$ cat config.mk
export PLATFORM = sky130hd
export DESIGN_NAME = ascii_uart_stream
export DESIGN_NICKNAME = d
export VERILOG_FILES = /design/src/rtl/ascii_uart_pkg.sv /design/src/rtl/baud_tick_gen.sv /design/src/rtl/uart_tx_core.sv /design/src/rtl/ascii_sequencer.sv /design/src/rtl/ascii_uart_stream.sv
export SDC_FILE = /design/constraint.sdc
export NUM_CORES = 1
export LEC_CHECK = 0
export BUFFER_PORTS_ARGS = -buffer_cell sky130_fd_sc_hd__buf_2
export CORE_MARGIN = 2
export CORE_UTILIZATION = 65
export DETAILED_ROUTE_END_ITERATION = 6
export PLACE_DENSITY = 0.87
export SKIP_LAST_GASP = 1
export SLEW_MARGIN = 0
export SYNTH_ARGS = -nofsm -noshare
export SYNTH_HDL_FRONTEND = slang
export SYNTH_SLANG_ARGS = --single-unit
export TNS_END_PERCENT = 30
$ cat constraint.sdc
create_clock -name clk -period 4.5 [get_ports clk]
set_input_delay 0.9 -clock clk [delete_from_list [all_inputs] [get_ports clk]]
set_output_delay 0.9 -clock clk [all_outputs]
set_load 0.01 [all_outputs]
$ cat src/rtl/ascii_uart_pkg.sv
// Package: shared constants, types and helper functions for the printable
// ASCII serial stream generator. Assumes 8-bit characters.
package ascii_uart_pkg;

    localparam int CHAR_W = 8;
    localparam logic [CHAR_W-1:0] CODE_FIRST = 8'h20;
    localparam logic [CHAR_W-1:0] CODE_LAST  = 8'h7E;

    typedef enum logic [1:0] {
        TX_IDLE  = 2'd0,
        TX_START = 2'd1,
        TX_DATA  = 2'd2,
        TX_STOP  = 2'd3
    } tx_state_e;

    // Clocks per bit, rounded to the nearest integer.
    function automatic int bit_clocks(input int clk_hz, input int baud);
        return (clk_hz + baud / 2) / baud;
    endfunction

    // Next printable code, wrapping from the last graphic code to space.
    function automatic logic [CHAR_W-1:0] next_code(input logic [CHAR_W-1:0] c);
        return (c == CODE_LAST) ? CODE_FIRST : c + 8'd1;
    endfunction

endpackage

$ cat src/rtl/baud_tick_gen.sv
// Module: baud_tick_gen
// Produces a one-clock tick every DIV clocks while 'run' is high. Holds the
// count at zero while 'run' is low, so that the first tick of a frame comes
// exactly DIV clocks after the frame starts.
// Assumes DIV >= 2.
module baud_tick_gen #(
    parameter int DIV = 10000
) (
    input  logic clk,
    input  logic rst_n,
    input  logic run,
    output logic tick
);
    localparam int CNT_W = (DIV > 2) ? $clog2(DIV) : 1;
    localparam logic [CNT_W-1:0] CNT_TOP = CNT_W'(DIV - 1);

    logic [CNT_W-1:0] cnt_q;

    // Tick on the final count of each bit period.
    assign tick = run && (cnt_q == CNT_TOP);

    // Bit-period counter, cleared when idle or at the end of a period.
    always_ff @(posedge clk) begin
        if (!rst_n || !run || tick) begin
            cnt_q <= '0;
        end else begin
            cnt_q <= cnt_q + 1'b1;
        end
    end

    p_cnt_bound_r5: assert property (@(posedge clk) disable iff (!rst_n)
        cnt_q <= CNT_TOP);

    p_idle_clear_r5: assert property (@(posedge clk) disable iff (!rst_n)
        !run |=> (cnt_q == '0));

endmodule

$ cat src/rtl/uart_tx_core.sv
// Module: uart_tx_core
// Asynchronous transmitter: one low start bit, DATA_W data bits with the
// least significant bit first, and one high stop bit. A 'load' is accepted
// only while 'empty' is high. Bit timing comes from an external tick.
module uart_tx_core
    import ascii_uart_pkg::*;
#(
    parameter int DATA_W = 8
) (
    input  logic              clk,
    input  logic              rst_n,
    input  logic              load,
    input  logic [DATA_W-1:0] load_data,
    input  logic              bit_tick,
    output logic              busy,
    output logic              empty,
    output logic              txd
);
    localparam int IDX_W = (DATA_W > 2) ? $clog2(DATA_W) : 1;
    localparam logic [IDX_W-1:0] LAST_BIT = IDX_W'(DATA_W - 1);

    tx_state_e         state_q;
    logic [DATA_W-1:0] shift_q;
    logic [IDX_W-1:0]  idx_q;

    assign busy  = (state_q != TX_IDLE);
    assign empty = (state_q == TX_IDLE);

    // Frame sequencing and line driver.
    always_ff @(posedge clk) begin
        if (!rst_n) begin
            state_q <= TX_IDLE;
            shift_q <= '0;
            idx_q   <= '0;
            txd     <= 1'b1;
        end else begin
            case (state_q)
                TX_IDLE: begin
                    if (load) begin
                        shift_q <= load_data;
                        txd     <= 1'b0;
                        state_q <= TX_START;
                    end
                end
                TX_START: begin
                    if (bit_tick) begin
                        txd     <= shift_q[0];
                        shift_q <= shift_q >> 1;
                        idx_q   <= '0;
                        state_q <= TX_DATA;
                    end
                end
                TX_DATA: begin
                    if (bit_tick) begin
                        if (idx_q == LAST_BIT) begin
                            txd     <= 1'b1;
                            state_q <= TX_STOP;
                        end else begin
                            txd     <= shift_q[0];
                            shift_q <= shift_q >> 1;
                            idx_q   <= idx_q + 1'b1;
                        end
                    end
                end
                default: begin
                    if (bit_tick) begin
                        state_q <= TX_IDLE;
                    end
                end
            endcase
        end
    end

    p_load_starts_r4: assert property (@(posedge clk) disable iff (!rst_n)
        load |=> (!txd && !empty));

    p_idle_line_high_r7: assert property (@(posedge clk) disable iff (!rst_n)
        empty |-> txd);

    p_load_when_empty_r6: assert property (@(posedge clk) disable iff (!rst_n)
        load |-> empty);

    p_stop_high_r4: assert property (@(posedge clk) disable iff (!rst_n)
        (state_q == TX_STOP) |-> txd);

endmodule

$ cat src/rtl/ascii_sequencer.sv
// Module: ascii_sequencer
// Supplies printable codes in ascending order, one per transmitter empty
// condition while enabled. Rewinds to the first code whenever it is
// disabled, so that every enabled run starts at space.
module ascii_sequencer
    import ascii_uart_pkg::*;
(
    input  logic              clk,
    input  logic              rst_n,
    input  logic              enable,
    input  logic              tx_empty,
    output logic              load,
    output logic [CHAR_W-1:0] code
);
    // Hand a code over as soon as the transmitter is empty.
    assign load = enable && tx_empty;

    // Code register: advance on each hand-over, rewind while disabled.
    always_ff @(posedge clk) begin
        if (!rst_n || !enable) begin
            code <= CODE_FIRST;
        end else if (load) begin
            code <= next_code(code);
        end
    end

    p_code_range_r1: assert property (@(posedge clk) disable iff (!rst_n)
        load |-> (code >= CODE_FIRST && code <= CODE_LAST));

    p_wrap_r2: assert property (@(posedge clk) disable iff (!rst_n)
        (load && code == CODE_LAST) |=> (code == CODE_FIRST));

    p_rewind_r3: assert property (@(posedge clk) disable iff (!rst_n)
        !enable |=> (code == CODE_FIRST));

endmodule

$ cat src/rtl/ascii_uart_stream.sv
// Module: ascii_uart_stream (top)
// Sends the printable character set, 0x20..0x7E, over a serial line without
// stopping, while enabled. Bit period = round(CLK_HZ / BAUD) clocks.
// Assumes the rounded rate is within 1 percent of BAUD.
module ascii_uart_stream
    import ascii_uart_pkg::*;
#(
    parameter int CLK_HZ = 12_000_000,
    parameter int BAUD   = 1200
) (
    input  logic clk,
    input  logic rst_n,
    input  logic enable,
    output logic tx_line,
    output logic tx_empty
);
    localparam int BIT_CLKS = bit_clocks(CLK_HZ, BAUD);

    logic              busy;
    logic              tick;
    logic              load;
    logic [CHAR_W-1:0] code;

    baud_tick_gen #(.DIV(BIT_CLKS)) u_tick (
        .clk   (clk),
        .rst_n (rst_n),
        .run   (busy),
        .tick  (tick)
    );

    ascii_sequencer u_seq (
        .clk      (clk),
        .rst_n    (rst_n),
        .enable   (enable),
        .tx_empty (tx_empty),
        .load     (load),
        .code     (code)
    );

    uart_tx_core #(.DATA_W(CHAR_W)) u_tx (
        .clk       (clk),
        .rst_n     (rst_n),
        .load      (load),
        .load_data (code),
        .bit_tick  (tick),
        .busy      (busy),
        .empty     (tx_empty),
        .txd       (tx_line)
    );

    p_quiet_when_off_r7: assert property (@(posedge clk) disable iff (!rst_n)
        (!enable && tx_empty) |=> (tx_empty && tx_line));

    p_frame_runs_on_r8: assert property (@(posedge clk) disable iff (!rst_n)
        (!enable && !tx_empty && !tick) |=> !tx_empty);

endmodule

# Yosys cells after proc, flatten, opt, wreduce, memory -nomap -nowiden
# Index checks and enable logic that the tools add are counted.
[word_totals] register_bits=36 in_bits=3 out_inout_bits=2
[op_classes] add_sub_neg=3 eq_ne=10 mux=21 n_reduce_logical=17
[ops] op="$mux 8" count=5
[ops] op="$pmux 8 s3" count=1
[ops] op="$add 14x1->14 const B" count=1
[ops] op="$eq 14x14->1 const B" count=1
[ops] op="$mux 2" count=5
[ops] op="$reduce_and 5->1" count=2
[ops] op="$mux 3" count=3
[ops] op="$add 8x1->8 const B" count=1
[ops] op="$eq 8x7->1 const B" count=1
[ops] op="$ne 2x2->1 const B" count=4
[ops] op="$reduce_and 4->1" count=2
[ops] op="$pmux 2 s3" count=1
[ops] op="$pmux 3 s2" count=1
[ops] op="$reduce_bool 2->1" count=3
[ops] op="$mux 1" count=4
[ops] op="$add 3x1->3 const B" count=1
[ops] op="$eq 3x3->1 const B" count=1
[ops] op="$logic_not 1->1" count=3
[ops] op="$logic_or 1x1->1" count=3
[ops] op="$pmux 1 s3" count=1
[ops] op="$reduce_bool 3->1" count=1
[ops] op="$eq 2x1->1 const B" count=1
[ops] op="$eq 2x2->1 const B" count=1
[ops] op="$logic_and 1x1->1" count=2
[ops] op="other kinds (2)" count=2

# Logic depth before layout (Yosys ltp)
# Gate-level depths: netlist (run 1).
[depth] ltp_word=4 mapped_depth=9 ltp_nobuf=7

# Modules after synthesis
# From an unflattened synthesis (run 1), not the netlist that was laid out.
[unflattened] hier_cells=199 area_unflattened_um2=1855.5
[modules_own_cells] module="uart_tx_core" instances=1 cells_each=84 area_per_inst_um2=819.5 seq_area_each_um2=280.3
[modules_own_cells] module="baud_tick_gen" instances=1 cells_each=69 area_per_inst_um2=608.1 seq_area_each_um2=280.3
[modules_own_cells] module="ascii_sequencer" instances=1 cells_each=46 area_per_inst_um2=427.9 seq_area_each_um2=160.2

# Worst setup path before layout (run 1)
# Ideal clock, no wire load.
[synth_timing] path_kind="reg-to-reg" start="reg u_tx.state_q[0]" end="reg u_tx.shift_q[6]" setup_ps=79 arrival_ps=2488 required_ps=4421 setup_slack_ps=1933 stages_incl_launch_ff=9 n_path_buf=1 cell_sequence="dfxtp_1 inv_1 ha_1 or3_1 or4_4 a222oi_1 buf_6 nor2_2 a211oi_2"
[synth_between] elab_chain_cells=4
[synth_rtl] item="start: declaration" line_no="uart_tx_core.sv:22" rtl="tx_state_e state_q;"
[synth_rtl] item="start signal: assignment" line_no="uart_tx_core.sv:32" rtl="state_q <= TX_IDLE;"
[synth_rtl] item="start signal: assignment" line_no="uart_tx_core.sv:42" rtl="state_q <= TX_START;"
[synth_rtl] item="start signal: assignment" line_no="uart_tx_core.sv:50" rtl="state_q <= TX_DATA;"
[synth_rtl] item="$logic_not 2->1 *" line_no="uart_tx_core.sv:27" rtl="assign empty = (state_q == TX_IDLE);"
[synth_rtl] item="named net tx_empty" line_no="ascii_uart_stream.sv:15" rtl="output logic tx_empty"
[synth_rtl] item="$logic_and 1x1->1" line_no="ascii_sequencer.sv:16" rtl="assign load = enable && tx_empty;"
[synth_rtl] item="$ne 2x2->1 (no line)"
[synth_rtl] item="$reduce_and 5->1 (no line)"
[synth_rtl] item="end signal: assignment" line_no="uart_tx_core.sv:40" rtl="shift_q <= load_data;"
[synth_rtl] item="end signal: assignment" line_no="uart_tx_core.sv:48" rtl="shift_q <= shift_q >> 1;"
[synth_rtl] item="end signal: assignment" line_no="uart_tx_core.sv:60" rtl="shift_q <= shift_q >> 1;"
[synth_rtl] item="end: declaration" line_no="uart_tx_core.sv:23" rtl="logic [DATA_W-1:0] shift_q;"
# The timed path passes the listed nets; every way through them passes the cells marked *.
# A chain may end at the register's enable or synchronous reset.

# Worst setup path in the final report (run 1)
[layout_timing] start="reg u_tx.state_q[0]" end="reg u_tx.shift_q[5]"
[layout_between] elab_chain_cells=4
[layout_rtl] item="$reduce_bool 2->1 or $logic_not 2->1 (tied branches)" line_no="uart_tx_core.sv:26, uart_tx_core.sv:27, uart_tx_core.sv:37"
[layout_rtl] item="$logic_and 1x1->1 (on tied branches)" line_no="baud_tick_gen.sv:20, ascii_sequencer.sv:16"
[layout_rtl] item="$ne 2x2->1 (no line)"
[layout_rtl] item="$reduce_and 5->1 (no line)"
# Several ways; a longest one is shown, not always the timed one.

==> PnR_summary.wiki, run 1 <==
{| class="wikitable"
! Metric !! Value
|-
| Longest individual stage delay on the worst path || between 0.4 and 0.5 ns
|-
| Pwr/cell area || slightly below 400 nW/um^2
|-
| Layout area overhead || 6.94%
|-
| Critical path launch point type || register
|-
| Number of placement rows || 18
|-
| Starting utilization of the core area || 0.691
|-
| Register bit total from synthesis || 36
|-
| Kind of critical path || register to register
|-
| Placed wire-length estimate || 2220 um
|-
| Clock buffer count from CTS || 5
|-
| Clock power frac || 0.315
|-
| Number of synthesized flops with an enable pin || 0
|-
| Avg Vias per Cell || 5.78
|-
| Hold buffer count at CTS || 0
|-
| Post-synth top area share || 0.421
|-
| Synth top cells by count || sky130_fd_sc_hd__dfxtp_1, sky130_fd_sc_hd__nor2_1, sky130_fd_sc_hd__nand2_1
|-
| Final sum of negative setup slack || 0 ns
|-
| Clock-pin slew on the worst setup and hold paths || between 0.1 and 0.15 ns
|-
| Fmax || approximately 400 MHz
|-
| Largest fanout on the critical path || 16
|-
| Synth warn || 0
|-
| Net count reported at finish || 215
|-
| Count of endpoints failing setup in the final report || 0
|-
| Comb power frac || 0.187
|-
| Sw power || 0.204 mW
|-
| CTS H-Tree Depth || 2
|-
| Die outline width || around 55 um
|-
| Number of cells on the worst hold path || 1
|-
| Share of layout cells above drive strength 1 || 0.0833
|-
| Top-count cell post-synth || sky130_fd_sc_hd__dfxtp_1
|-
| Number of diodes added for antenna fixing || 0
|-
| Via count || roughly 1,400
|-
| Clk sink count || 36
|-
| Post-route DRC violation count || 0
|-
| Worst slew pin tran || about 1.0 ns
|-
| Pin count of the biggest net entering global routing || 17
|-
| Synthesized Nets || between 200 and 250
|-
| Async set-reset flop share out of synthesis || 0
|-
| DR iter-0 viols || 70
|-
| Min Tclk post-route || about 2.5 ns
|-
| Filler cell count || roughly 180
|-
| Final period utilization || 0.551
|-
| Worst Path Arrival || about 2.7 ns
|-
| Worst Reg2Reg Path Length in Cells || 8
|-
| Internal power component || between 0.5 and 0.6 mW
|-
| Max capacitance violation total || 0
|-
| Worst slew margin relative to its limit || 0.303
|-
| Max Slew Vio Count || 0
|-
| Antenna Violating Nets Remaining || 0
|-
| Primary FF master, synth || sky130_fd_sc_hd__dfxtp_1
|-
| Overall track demand over capacity in global routing || 0.228
|-
| Final clock skew || ~0.013 ns
|-
| Endpoint kind of the worst setup timing path || register
|-
| Tightest hold margin || approximately 0.45 ns
|-
| Deepest clock path buffer count || 2
|-
| Synthesized cell area || around 1700 sq um
|-
| Routed wirelength normalized by instance count || 13.5 um
|-
| CORE AREA || 2480 sq um
|-
| Post-CTS resize count || 0
|-
| Number of distinct library cells after synthesis || 35
|-
| Number of top-level design ports || 5
|-
| Critical path's slowest cell || sky130_fd_sc_hd__or4_4
|-
| Critical path data required time || between 4 and 5 ns
|-
| Total wire length after detailed routing || 3150 um
|-
| CTS tree || done
|-
| Class of the worst hold path || register to register
|-
| Area contributors post-synth || sky130_fd_sc_hd__dfxtp_1, sky130_fd_sc_hd__nor2_1, sky130_fd_sc_hd__ha_1, sky130_fd_sc_hd__xor2_1, sky130_fd_sc_hd__mux2i_1
|-
| First-pass GRT wire length || 5660 um
|-
| Result of the run || complete, no violations
|-
| Last weighted congestion value of the routability-driven placer || around 0.8
|-
| CTS Root Cell || sky130_fd_sc_hd__clkbuf_4
|-
| Overall die area || 3060 sq um
|-
| Post-CTS Setup Repair Bufs || 0
|-
| Max rail drop VDD || ~0.0004 V
|-
| Portion of total power attributed to sequential cells || 0.498
|-
| Switching share of power || 0.285
|-
| Post-Syn Area per Cell || a little under 9 sq um
|-
| Clock latency at the later pin of the worst-skew pair || roughly 0.33 ns
|-
| Leak Pwr || approximately 0.66 nW
|-
| Cell-by-cell listing of the critical path || inv_1 > ha_1 > or3_1 > or4_4 > a222oi_1 > buf_4 > nor2_1 > a211oi_1
|-
| RSZ-0062 raised after global routing || false
|-
| Drt pass-1 iters || 4
|-
| Cell count after synthesis || 196
|-
| Vias in the first global route || between 1,000 and 1,500
|-
| Final hold violations || 0
|-
| Antenna violations before repair || 0
|-
| I/O Buffers || 4
|-
| Overall die height || roughly 55 um
|-
| Sequential cell area fraction in the yosys report || 0.421
|-
| Largest area contributor in the synthesized netlist || sky130_fd_sc_hd__dfxtp_1
|-
| Total overflow reported by the global router || 0
|}
==> cells by family after synthesis <==
kind of cell,share of synthesized area
buf+inv,0.0307
mux,0.0468
simple gates,0.249
fa+ha+maj,0.0657
compound gates,0.0898
xor+xnor,0.0972
flops,0.421
==> metrics by stage <==
stage               worst slack, ns   util  cells  cell area (sq um)  total power [mW]
floorplan                      1.93      -    196               1710             0.471
CTS                            2.01  0.739    234               1830             0.717
finish                         2.02  0.739    234               1830             0.717
detailed placement             2.04  0.707    226               1750             0.497
global placement               2.22  0.707    226               1750             0.488
global route                   1.84  0.739    234               1830             0.754
==> sequential cells by signal, indices dropped and copies added, names as in the netlist <==
signal and count:
u_tick.cnt_q 14, u_tx.idx_q 3, u_tx.state_q 2, u_tx.txd 1
u_tx.shift_q 8, u_seq.code 8
==> worst paths after layout <==
check / startpoint / slack (ns) / end
min reg2reg: u_tick.cnt_q[0]$_SDFF_PP0_ / 0.45 / u_tick.cnt_q[0]$_SDFF_PP0_
max reg2reg: u_tx.state_q[0]$_SDFFE_PN0P_ / 2.02 / u_tx.shift_q[5]$_SDFFE_PN0P_
min: u_tick.cnt_q[0]$_SDFF_PP0_ / 0.45 / u_tick.cnt_q[0]$_SDFF_PP0_
max: u_tx.state_q[0]$_SDFFE_PN0P_ / 2.02 / u_tx.shift_q[5]$_SDFFE_PN0P_
==> layer usage <==
metal	vias up	routed length [um]	GRT usage
li1	684	-	-
met1	638	1510	0.290
met2	29	1510	0.372
met3	2	114	0.0585
met4	0	19	0.0801
met5	-	0	0
==> power groups by stage <==
stage / Sequential, mW / Clock, mW / Combinational (mW)
detailed placement: 0.364 / 0 / 0.133
finish: 0.357 / 0.225 / 0.134
floorplan: 0.361 / 0 / 0.110
global route: 0.360 / 0.244 / 0.151
global placement: 0.363 / 0 / 0.126
CTS: 0.357 / 0.227 / 0.133
==> cell usage in the layout, fill, tap and decap left out <==
master                       Yosys  routed
sky130_fd_sc_hd__and2_1          1       1
sky130_fd_sc_hd__a21oi_1         3       3
sky130_fd_sc_hd__nor3_1          3       3
sky130_fd_sc_hd__a21o_1          2       2
sky130_fd_sc_hd__nor2_1         35      35
sky130_fd_sc_hd__nand3_1        10      10
sky130_fd_sc_hd__or2_2           1       1
sky130_fd_sc_hd__nand2_1        16      16
sky130_fd_sc_hd__nand2b_1        4       4
sky130_fd_sc_hd__o311ai_0        1       1
sky130_fd_sc_hd__o21ai_0         8       8
sky130_fd_sc_hd__clkinvlp_4      0       1
sky130_fd_sc_hd__nand4_1         5       5
sky130_fd_sc_hd__clkinv_2        0       1
sky130_fd_sc_hd__dfxtp_1        36      36
sky130_fd_sc_hd__a211oi_2        1       1
sky130_fd_sc_hd__nand4b_1        2       2
sky130_fd_sc_hd__o211ai_1        1       1
sky130_fd_sc_hd__inv_1           7       7
sky130_fd_sc_hd__xnor2_1         9       9
sky130_fd_sc_hd__a211oi_1        6       6
sky130_fd_sc_hd__nor2b_1         1       1
sky130_fd_sc_hd__clkbuf_4        0       5
sky130_fd_sc_hd__a222oi_1        1       1
sky130_fd_sc_hd__and3_1          2       2
sky130_fd_sc_hd__buf_2           0       4
sky130_fd_sc_hd__and4_1          1       1
sky130_fd_sc_hd__nor2_2          1       1
sky130_fd_sc_hd__nor4_1          1       1
sky130_fd_sc_hd__bufinv_16       0       1
sky130_fd_sc_hd__or3_1           3       3
sky130_fd_sc_hd__ha_1            9       9
sky130_fd_sc_hd__and2_0          1       1
sky130_fd_sc_hd__or4_4           1       1
sky130_fd_sc_hd__nand3b_1        1       1
sky130_fd_sc_hd__mux2i_1         8       8
sky130_fd_sc_hd__xor2_1         10      10
sky130_fd_sc_hd__buf_4           0       1
==> critical path, delay by kind of cell, from the launching register on <==
kind                     cells  cell delay [ns]
AND/OR/NAND/NOR              3             0.88
adder cells (fa/ha/maj)      1             0.28
AO/OA/AOI/OAI                2             0.50
flip-flops                   1             0.38
buffers and inverters        2             0.36
==> final cells by class <==
| type | instances | area, sq um | area share |
|---|---|---|---|
| flip-flops and latches | 36 | 721 | 0.393 |
| well taps | 30 | 37.5 | 0.0205 |
| clock inverters | 3 | 42.5 | 0.0232 |
| multi-input cells | 148 | 940 | 0.513 |
| inverters | 7 | 26.3 | 0.0143 |
| repair buffers | 5 | 27.5 | 0.0150 |
| clock buffers | 5 | 37.5 | 0.0205 |
Power figures use the tool's default switching activity.
==> run 2, diff against run 1 <==
Settings changed: CORE_UTILIZATION 65 to 60, PLACE_DENSITY 0.87 to 0.81.
Clock period 4.5 ns to 2.4 ns, I/O delays scaled along.
==> run 2 against run 1 <==
Wire length up 1.1%; clock skew up 0.00066 ns; sequential cell count unchanged; critical path depth unchanged; sequential power up 89%; count of clock-buffer cells in the layout unchanged; global-route usage down 0.50 points; critical endpoint is now u_tx.shift_q[2]$_SDFFE_PN0P_.
==> PnR_summary.wiki, run 2 (synthesis gave the netlist of run 1 again) <==
{| class="wikitable"
! Metric !! Value
|-
| Result of the run || complete, no violations
|-
| Final sum of negative setup slack || 0 ns (unchanged)
|-
| Termination of the worst setup path || u_tx.shift_q[2]$_SDFFE_PN0P_
|-
| Share of layout cells above drive strength 1 || 0.112 (+0.0289)
|-
| Class of the worst hold path || input port to register
|-
| Antenna Violating Nets Remaining || 0 (unchanged)
|-
| Register with the highest flop count || u_tick.cnt_q
|-
| Largest fanout on the critical path || 16 (unchanged)
|-
| Overall die area || 3300 sq um (+7.7%)
|-
| Avg Vias per Cell || 5.73 (-0.85%)
|-
| Count of endpoints failing setup in the final report || 0 (unchanged)
|-
| Clk sink count || 36 (unchanged)
|-
| Clock power frac || 0.405 (+0.090)
|-
| I/O Buffers || 4 (unchanged)
|-
| Pin count of the biggest net entering global routing || 17 (unchanged)
|-
| Number of diodes added for antenna fixing || 0 (unchanged)
|-
| DR iter-0 viols || 66 (-5.7%)
|-
| Setup Slack @ Placement || 0.178 ns (-1.86 ns)
|-
| Worst Path Arrival || 2.51 ns (-0.21 ns)
|-
| Starting utilization of the core area || 0.627 (-0.0649)
|-
| Fmax || 446 MHz (+11%)
|-
| CTS H-Tree Depth || 2 (unchanged)
|-
| CTS tree || done
|-
| Deepest clock path buffer count || 2 (unchanged)
|-
| Clock buffer count from CTS || 5 (unchanged)
|-
| Pwr/cell area || 831 nW/um^2 (+110%)
|-
| Critical path data required time || 2.67 ns (-2.07 ns)
|-
| Sw power || 0.392 mW (+92%)
|-
| Die outline width || 57.4 um (+3.8%)
|-
| Comb power frac || 0.170 (-0.017)
|-
| Post-CTS Setup Repair Bufs || 0 (unchanged)
|-
| Total overflow reported by the global router || 0 (unchanged)
|-
| CORE AREA || 2730 sq um (+10%)
|-
| Longest individual stage delay on the worst path || 0.44 ns (about the same)
|-
| Commonest non-fill, non-tap cell in the layout || sky130_fd_sc_hd__nor2_1
|-
| Min Tclk post-route || 2.24 ns (-0.240 ns)
|-
| Overall track demand over capacity in global routing || 0.223 (-0.00498)
|-
| Critical path's slowest cell || sky130_fd_sc_hd__or4_4
|-
| Leak Pwr || 0.692 nW (+4.6%)
|-
| Hold buffer count at CTS || 0 (unchanged)
|-
| Kind of critical path || register to register
|-
| CTS Root Cell || sky130_fd_sc_hd__clkbuf_4
|-
| Endpoint of the most critical register-to-register path || u_tx.shift_q[2]$_SDFFE_PN0P_
|-
| Critical path launch point type || register
|-
| Post-route worst setup slack || 0.159 ns (-1.86 ns)
|-
| Number of placement rows || 19 (+1)
|-
| Total number of cells along the worst setup path || 8 (unchanged)
|-
| Endpoint kind of the worst setup timing path || register
|-
| Final clock skew || 0.0139 ns (+0.000662 ns)
|-
| Family with the most delay on the worst path || simple AND/OR/NAND/NOR gates
|-
| Worst slew margin relative to its limit || 0.793 (+0.490)
|-
| Tightest hold margin || 0.392 ns (-0.0575 ns)
|-
| Max Slew Vio Count || 0 (unchanged)
|-
| Routed wirelength normalized by instance count || 13.5 um (+0.25%)
|-
| Post-route DRC violation count || 0 (unchanged)
|-
| First-pass GRT wire length || 5610 um (-0.87%)
|-
| Max rail drop VDD || 0.000777 V (+90%)
|-
| Placed wire-length estimate || 2320 um (+4.5%)
|-
| Internal power component || 1.19 mW (+130%)
|-
| Buf+Inv Stages, Crit Path || 2 (unchanged)
|-
| Final core utilization || 0.696 (-0.0433)
|-
| Highest-count cells in the layout ignoring fill and taps || sky130_fd_sc_hd__nor2_1, sky130_fd_sc_hd__dfxtp_1, sky130_fd_sc_hd__nand2_1, sky130_fd_sc_hd__xor2_1, sky130_fd_sc_hd__nand3_1
|-
| Net count reported at finish || 216 (+0.47%)
|-
| Flip-flop count of the largest register, all copies and words added || 14 (unchanged)
|-
| Number of top-level design ports || 5 (unchanged)
|-
| Drt pass-1 iters || 7 (+3)
|-
| Setup crit start || u_tx.state_q[0]$_SDFFE_PN0P_
|-
| Via count || 1,353 (unchanged)
|-
| Final period utilization || 0.934 (+0.382)
|-
| Layout area overhead || 11.1%
|-
| Clock latency at the later pin of the worst-skew pair || 0.35 ns (+0.02 ns)
|-
| Max capacitance violation total || 0 (unchanged)
|-
| Vias in the first global route || 1,346 (+4.3%)
|-
| Cell-by-cell listing of the critical path || inv_2 > ha_4 > or3_1 > or4_4 > a222oi_1 > buf_4 > nor2_1 > a211oi_1
|-
| Clock-pin slew on the worst setup and hold paths || 0.12 ns (about the same)
|-
| PnR Total Power || 1.58 mW (+120%)
|-
| RSZ-0062 raised after global routing || false
|-
| Setup slack on the worst flop-to-flop path || 0.16 ns (-1.86 ns)
|-
| Startpoint of the most critical hold path || enable
|-
| Largest regs || u_tick.cnt_q (14), u_seq.code (8), u_tx.shift_q (8)
|-
| Final hold violations || 0 (unchanged)
|-
| Worst slew pin tran || 0.308 ns (-0.732 ns)
|-
| Last weighted congestion value of the routability-driven placer || 0.801 (-1.8%)
|-
| Overall die height || 57.4 um (+3.8%)
|-
| Worst Reg2Reg Path Length in Cells || 8 (unchanged)
|-
| Portion of total power attributed to sequential cells || 0.425 (-0.073)
|-
| Reg-to-reg critical path startpoint || u_tx.state_q[0]$_SDFFE_PN0P_
|-
| Switching share of power || 0.248 (-0.0369)
|-
| Total wire length after detailed routing || 3180 um (+1.1%)
|-
| Antenna violations before repair || 0 (unchanged)
|-
| Post-CTS resize count || 0 (unchanged)
|}
-- run 2: routing by layer --
layer	global-route usage	part of all wire
met1	0.251	0.44
met3	0.0703	0.044
met5	0	0
met4	0.123	0.021
met2	0.370	0.49
-- run 2: layout make-up --
cell class,count,area [sq um]
Fill cell,216,831
Clock inverter,3,90.1
Tap cell,31,38.8
Multi-Input combinational cell,148,952
Clock buffer,5,37.5
Inverter,7,26.3
Sequential cell,36,723
Timing Repair Buffer,6,35.0
-- run 2: worst register-to-register path: cells and delay by family (launching register included) --
kind	cells	cell delay [ns]
AND/OR/NAND/NOR	3	0.84
adder cells (fa/ha/maj)	1	0.18
flip-flops	1	0.37
buffers and inverters	2	0.32
AO/OA/AOI/OAI	2	0.45
-- run 2: how the worst min path moves through the flow --
| stage | to | depth (start not counted) |
|---|---|---|
| 2_1_floorplan | u_tick.cnt_q[0]$_SDFF_PP0_ | 1 |
| 3_3_place_gp | u_tick.cnt_q[0]$_SDFF_PP0_ | 1 |
| 3_5_place_dp | u_tick.cnt_q[0]$_SDFF_PP0_ | 1 |
| 4_1_cts | u_seq.code[1]$_SDFFE_PP0P_ | 3 |
| 5_1_grt | u_seq.code[1]$_SDFFE_PP0P_ | 3 |
| 6_report | u_seq.code[1]$_SDFFE_PP0P_ | 3 |
-- run 2: power by group through the flow --
stage | registers (mW) | clock network (mW) | logic [mW]
2_1_floorplan | 0.679 | 0 | 0.214
3_3_place_gp | 0.682 | 0 | 0.253
3_5_place_dp | 0.687 | 0 | 0.267
4_1_cts | 0.673 | 0.645 | 0.269
5_1_grt | 0.677 | 0.674 | 0.297
6_report | 0.673 | 0.640 | 0.269
-- run 2: per-stage QoR --
step	cells	area [sq um]
after floorplan	196	1730
after global placement	228	1780
after detailed placement	228	1780
after CTS	236	1900
after global routing	236	1900
final	236	1900
